## src/rtl/psd_pkg.sv

```systemverilog
package psd_pkg;

  typedef enum logic [1:0] {
    BAND_DIRECT = 2'd0,
    BAND_MID    = 2'd1,
    BAND_HIGH   = 2'd2,
    BAND_RSVD   = 2'd3
  } band_e;

  // Strobes from control to datapath
  typedef struct packed {
    logic restart;  // reload counters from the pending word
    logic advance;  // count one input clock
  } strobe_t;

endpackage

```

## src/rtl/psd_datapath.sv

```systemverilog
module psd_datapath
  import psd_pkg::*;
#(
  parameter int MAIN_W = 12,
  parameter int SW_W   = 4
) (
  input  logic              clk,
  input  logic              rstN,
  input  strobe_t           stb,
  input  band_e             actBand,
  input  logic [MAIN_W-1:0] loadMain,
  input  logic [SW_W-1:0]   loadSw,
  output logic              termHit,
  output logic              mainZero
);
  localparam int PRE_W = SW_W + 1;
  localparam logic [PRE_W-1:0] LAST_LO = PRE_W'((1 << SW_W) - 1);
  localparam logic [PRE_W-1:0] LAST_HI = PRE_W'(1 << SW_W);

  logic [MAIN_W-1:0] mainCnt;
  logic [SW_W-1:0]   swCnt;
  logic [PRE_W-1:0]  preCnt;
  logic              halfTgl;

  logic isDirect, tick, preLast, mainOne, swBusy;

  always_comb begin
    isDirect = (actBand == BAND_DIRECT);
    tick     = (actBand == BAND_HIGH || actBand == BAND_RSVD) ? halfTgl : 1'b1;
    swBusy   = (swCnt != '0);
    preLast  = (preCnt == (swBusy ? LAST_HI : LAST_LO));
    mainOne  = (mainCnt == MAIN_W'(1));
    mainZero = (mainCnt == '0);
    termHit  = isDirect ? mainOne : (tick && preLast && mainOne);
  end

  always_ff @(posedge clk or negedge rstN) begin
    if (!rstN) begin
      mainCnt <= '0;
      swCnt   <= '0;
      preCnt  <= '0;
      halfTgl <= 1'b0;
    end else if (stb.restart) begin
      mainCnt <= loadMain;
      swCnt   <= loadSw;
      preCnt  <= '0;
      halfTgl <= 1'b0;
    end else if (stb.advance) begin
      halfTgl <= ~halfTgl;
      if (isDirect) begin
        mainCnt <= mainCnt - 1'b1;
      end else if (tick) begin
        if (preLast) begin
          preCnt  <= '0;
          mainCnt <= mainCnt - 1'b1;
          if (swBusy) swCnt <= swCnt - 1'b1;
        end else begin
          preCnt <= preCnt + 1'b1;
        end
      end
    end
  end

endmodule

```

## src/rtl/psd_ctrl.sv

```systemverilog
module psd_ctrl
  import psd_pkg::*;
#(
  parameter int MAIN_W = 12,
  parameter int SW_W   = 4,
  localparam int WORD_W = MAIN_W + SW_W
) (
  input  logic              clk,
  input  logic              rstN,
  input  logic              loadStb,
  input  logic [1:0]        bandSel,
  input  logic [WORD_W-1:0] divWord,
  input  logic              termHit,
  input  logic              mainZero,
  output strobe_t           stb,
  output band_e             actBand,
  output logic [MAIN_W-1:0] loadMain,
  output logic [SW_W-1:0]   loadSw,
  output logic              divPulse,
  output logic              ratioErr
);
  logic [MAIN_W-1:0] pendMain;
  logic [SW_W-1:0]   pendSw;
  band_e             pendBand;

  band_e             inBand;
  logic [MAIN_W-1:0] inMain;
  logic [SW_W-1:0]   inSw;
  logic              wordBad;

  always_comb begin
    inBand  = band_e'(bandSel);
    inMain  = divWord[WORD_W-1:SW_W];
    inSw    = divWord[SW_W-1:0];
    wordBad = (inBand == BAND_RSVD) ||
              ((inBand != BAND_DIRECT) && (MAIN_W'(inSw) > inMain));
    stb.restart = termHit || mainZero;
    stb.advance = !(termHit || mainZero);
    loadMain = pendMain;
    loadSw   = pendSw;
  end

  always_ff @(posedge clk or negedge rstN) begin
    if (!rstN) begin
      pendMain <= '0;
      pendSw   <= '0;
      pendBand <= BAND_DIRECT;
      actBand  <= BAND_DIRECT;
      divPulse <= 1'b0;
      ratioErr <= 1'b0;
    end else begin
      if (loadStb) begin
        pendMain <= inMain;
        pendSw   <= inSw;
        pendBand <= inBand;
        ratioErr <= wordBad;
      end
      if (stb.restart) actBand <= pendBand;
      divPulse <= termHit;
    end
  end

endmodule

```

## src/rtl/pulse_swallow_divider.sv

```systemverilog
module pulse_swallow_divider
  import psd_pkg::*;
#(
  parameter int MAIN_W = 12,
  parameter int SW_W   = 4,
  localparam int WORD_W = MAIN_W + SW_W
) (
  input  logic              clk,
  input  logic              rstN,
  input  logic [1:0]        bandSel,
  input  logic [WORD_W-1:0] divWord,
  input  logic              loadStb,
  output logic              divPulse,
  output logic              ratioErr
);
  strobe_t           stb;
  band_e             actBand;
  logic [MAIN_W-1:0] loadMain;
  logic [SW_W-1:0]   loadSw;
  logic              termHit;
  logic              mainZero;

  psd_ctrl #(.MAIN_W(MAIN_W), .SW_W(SW_W)) u_ctrl (
    .clk(clk), .rstN(rstN), .loadStb(loadStb), .bandSel(bandSel),
    .divWord(divWord), .termHit(termHit), .mainZero(mainZero),
    .stb(stb), .actBand(actBand), .loadMain(loadMain), .loadSw(loadSw),
    .divPulse(divPulse), .ratioErr(ratioErr)
  );

  psd_datapath #(.MAIN_W(MAIN_W), .SW_W(SW_W)) u_dp (
    .clk(clk), .rstN(rstN), .stb(stb), .actBand(actBand),
    .loadMain(loadMain), .loadSw(loadSw),
    .termHit(termHit), .mainZero(mainZero)
  );

endmodule

```

## config.mk

```make
export PLATFORM = sky130hd
export DESIGN_NAME = pulse_swallow_divider
export DESIGN_NICKNAME = d
export VERILOG_FILES = /design/src/rtl/psd_pkg.sv /design/src/rtl/psd_datapath.sv /design/src/rtl/psd_ctrl.sv /design/src/rtl/pulse_swallow_divider.sv
export SDC_FILE = /design/constraint.sdc
export NUM_CORES = 1
export LEC_CHECK = 0
export ABC_AREA = 1
export BUFFER_PORTS_ARGS = -buffer_cell sky130_fd_sc_hd__buf_4
export CORE_MARGIN = 3
export CORE_UTILIZATION = 54
export CTS_CLUSTER_DIAMETER = 150
export DETAILED_ROUTE_END_ITERATION = 8
export PLACE_DENSITY = 0.83
export SYNTH_ARGS = -nofsm -noshare
export SYNTH_HDL_FRONTEND = slang
export SYNTH_SLANG_ARGS = --single-unit
export TNS_END_PERCENT = 10
```

## constraint.sdc

```tcl
create_clock -name clk -period 1.6 [get_ports clk]
set_clock_uncertainty 0.05 [all_clocks]
set_input_delay 0.32 -clock clk [delete_from_list [all_inputs] [get_ports clk]]
set_output_delay 0.32 -clock clk [all_outputs]
set_load 0.005 [all_outputs]
```

==> reports/metrics.sh <==
DRT_PASS1_ITERATIONS=7
TIMING.CRITICAL_PATH.ARRIVAL_PS=2030
SETUP.WORST_PATH.START_CLASS='flop'
GP_CONGESTION=0.911
AVGROUTEDWIREPERCELL_UM=16.3
POWER.CLOCK.FRACTION_PCT=13.9
POWER.STATIC_LEAKAGE_nW=1.95
FMAXACHIEVABLE_MHz=537
VDD_IR_DROP_MAX_mV=0.924
MIN_PATH_TYPE='in -> reg'
GR-TOTAL-OVERFLOW=0
CHIP_HEIGHT_UM=76.2
TIMING.MAX_CAP.VIOLATIONS=0
POST-ROUTE-PERIOD-UTIL_PCT=116
DETAIL_ROUTE.WIRELENGTH_MM=8.23
CLKTRANSATPATHREGS_PS=90
CRIT_PATH_MAX_FANOUT=8
DRV_SLEW=0
SHARE_OF_LAYOUT_CELLS_ABOVE_DRIVE_STRENGTH_1_PCT=33.6
SWITCHINGPOWER_mW=2.90
CELL_ACCOUNTING_FOR_THE_MOST_SYNTHESIZED_AREA='dfrtp_1'
WORST_SKEW_PAIR.LATE_LATENCY_PS=320
YS_SEQ_ELEMENTS=44
STATUS='finished, violations left'
AREA.GROWTH.SYNTH_TO_FINAL_PCT=38.0
CTS_ROOT_BUF='clkbuf_8'
YOSYS.AREA.TOP_TYPE_SHARE_PCT=41.4
FINAL_SUM_OF_NEGATIVE_SETUP_SLACK_PS=-4010
UNREPAIRED_SETUP_ENDPOINTS_AFTER_GLOBAL_ROUTING='yes'
SYNTHTOPCELLSBYAREA='dfrtp_1, nand2_1, inv_1, o21ai_0, ha_1'
FINAL_WORST_PATH_PERIOD_NEED_PS=1860
FLOORPLAN.IO_PINS=23
YOSYSSEQAREASHARE_PCT=41.4
CLOCK_TREE_SINKS=44
NUMBER_OF_CTS_INSERTED_BUFFERS=5
SYNTHESIS.INSTANCES=357
INTERNAL-POWER_mW=3.61
POST_DRT_VIA_CELL_RATIO=5.54
WORSTSETUPPATHTYPE='reg -> reg'
PWR-SHARE-SEQ_PCT=26.8
POWER.DENSITY_nW_PER_UM2=1780
FINALSETUPVIOLATIONS=24
POST_SYNTH_NUM_CELL_TYPES=32
TOTAL_TRACK_USAGE_PCT=26.4
VIOLATIONS='setup timing'
KIND_OF_CAPTURE_POINT_OF_THE_WORST_SETUP_PATH='flop'
ROWS=24
GRT_PASS1_VIAS=2678
NUMPORTBUFFERS=22
POST-ROUTE-DRC-COUNT=0
YS_WARN_COUNT=0
FINAL_NETS=470
DP.FINAL_HPWL_MM=4.65
NUMBER_OF_ANTENNA_VIOLATIONS_AT_THE_FIRST_CHECK_IN_GLOBAL_ROUTING=0
SLEW-LIMIT-HEADROOM_PCT=61.0
FLOORPLAN.CORE_AREA_SQ_UM=4560
VIAS=2804
SYN-MEAN-INSTANCE-AREA_SQ_UM=7.45
TOTAL_NUMBER_OF_H_TREE_LEVELS=2
WORST-SLEW-PIN-TRANSITION_PS=585
CTS_TREE='yes'
NUM-FILL-CELLS=279
TIMING.FINAL.HOLD_VIOLATIONS=0
FLOORPLAN.INITIALDENSITY_PCT=58.3
POWER.SHARE.COMBINATIONAL_PCT=59.2
MAXIMUM_NUMBER_OF_PINS_ON_ONE_NET_BEFORE_GLOBAL_ROUTE_REPAIR=45
MAPPEDNETLISTAREA_SQ_UM=2660
FP.DIEAREA_SQ_UM=5800
LAYOUT_COMMONEST_CELL='nand2_1'
SYNTHESIS.NETS=387
SWITCHING_SHARE_PCT=44.6
DIE_WIDTH_UM=76.2
MAXIMUM_CLOCK_PATH_BUFFER_COUNT=2
DRT.ANTENNA.VIOLATING_NETS=0
CP.REQUIRED_PS=1770
DR.FIRST_ITER.DRC_COUNT=330
ANTENNA_CELLS_INSERTED=0
FINAL_CRITICAL_PATH_SETUP_SLACK_PS=-262
FINAL_CELL_MIX='nand2_1, buf_4, inv_1, dfrtp_1'
FIN_TOTAL_PWR_mW=6.51
WIRE_LENGTH_OF_THE_FIRST_GLOBAL_ROUTING_PASS_MM=12.2
## cell usage after synthesis
| cell | count |
|---|---|
| dfrtp_1 | 44 |
| nor2_1 | 28 |
| o31ai_2 | 1 |
| nand3_2 | 1 |
| nand2_4 | 3 |
| buf_6 | 3 |
| nand3b_1 | 1 |
| ha_1 | 9 |
| nand3_4 | 2 |
| inv_2 | 1 |
| nor2_2 | 2 |
| nor2_8 | 1 |
| o21ai_0 | 26 |
| a21oi_1 | 5 |
| clkbuf_1 | 3 |
| nor4_1 | 1 |
| nand3_1 | 18 |
| nand2_1 | 126 |
| and2_1 | 1 |
| a21boi_2 | 1 |
| nor3b_1 | 1 |
| xor2_1 | 3 |
| o22ai_1 | 1 |
| nand2_2 | 10 |
| o2111ai_1 | 1 |
| inv_1 | 48 |
| nor3_1 | 3 |
| nand4_1 | 3 |
| o21ai_1 | 3 |
| nor2_4 | 2 |
| buf_12 | 1 |
| xnor2_1 | 4 |
## flip-flops by register name, indices dropped and copies added, names as in the netlist
signal	cells
u_dp.mainCnt	12
u_ctrl.actBand	2
u_dp.halfTgl	1
u_ctrl.loadSw	4
u_ctrl.ratioErr	1
u_ctrl.loadMain	12
u_dp.preCnt	5
u_ctrl.divPulse	1
u_dp.swCnt	4
u_ctrl.pendBand	2
## critical path, stage by stage, from the launching register on
cell and delay (ps):
dfrtp_1 390, inv_1 110, ha_4 170, nand2_4 70, nand3_4 100, nand3_4 160, nand2_8 160, nand3_4 150
nand2_2 130, nand2_1 80, nor2_1 190
## routing by layer
| metal | track usage [%] | wire [um] |
|---|---|---|
| met5 | 0 | 0 |
| met4 | 10.7 | 325 |
| met3 | 4.49 | 646 |
| met2 | 47.4 | 4060 |
| met1 | 31.4 | 3210 |
## power by group through the flow
stage	Combinational, mW	Clock (mW)	Sequential, mW
4_1_cts	3.25	0.914	1.67
5_1_grt	4.16	0.965	1.78
2_1_floorplan	1.70	0	1.69
3_5_place_dp	2.88	0	1.68
6_report	3.86	0.907	1.75
3_3_place_gp	2.76	0	1.67
## through the flow
step                std cells  hold WS (ps)  utilization (%)  cell area [sq um]  setup WS [ps]
floorplan                 357         -25.6                -               2670          -3.19
finish                    506           160             80.4               3670           -262
CTS                       501           159             76.6               3500           -161
global placement          484           301             70.5               3220           -103
detailed placement        484           306             70.5               3220           -177
global route              506           171             80.4               3670           -351
## path summary, 6_finish.rpt
| kind | from | end | slack, ps | cells after the start |
|---|---|---|---|---|
| max reg2reg | u_dp.swCnt[0] | u_dp.preCnt[2] | -260 | 10 |
| min reg2reg | u_ctrl.loadSw[2] | u_ctrl.loadSw[2] | 440 | 2 |
| max | u_dp.swCnt[0] | u_dp.preCnt[2] | -260 | 10 |
| min in group asynchronous | rstN | u_dp.mainCnt[4] | 480 | 2 |
| min | divWord[15] | u_ctrl.loadMain[11] | 160 | 3 |
| max in group asynchronous | rstN | u_dp.mainCnt[2] | 570 | 2 |
## timing repair
item / 4_1_cts / 5_1_grt
setup endpoints to repair: 24 / 25
setup buffers: 6 / 5
cloned: 2 / 1
pin swaps: 10 / 15
resized for setup: 27 / 31
hold buffers: 1 / 0
hold endpoints to repair: 44 / 0
## kinds of logic (layout without fill, tap and decap cells)
| family | after synthesis | in the layout | share of synthesized area [%] |
|---|---|---|---|
| buf+inv | 56 | 138 | 9.36 |
| fa+ha+maj | 9 | 9 | 4.24 |
| flops | 44 | 44 | 41.4 |
| xor+xnor | 7 | 7 | 2.31 |
| simple gates | 203 | 205 | 34.8 |
| compound gates | 38 | 38 | 7.86 |
## layout make-up
class	instances	area [sq um]	area share (%)
Clock buffer	5	68.8	1.88
Clock inverter	3	47.5	1.30
Inverter	49	188	5.12
Multi-Input combinational cell	259	1530	41.6
Sequential cell	44	1100	30.1
Tap cell	65	81.3	2.22
Timing Repair Buffer	81	652	17.8
No activity file was read; power rests on OpenSTA's default activity.
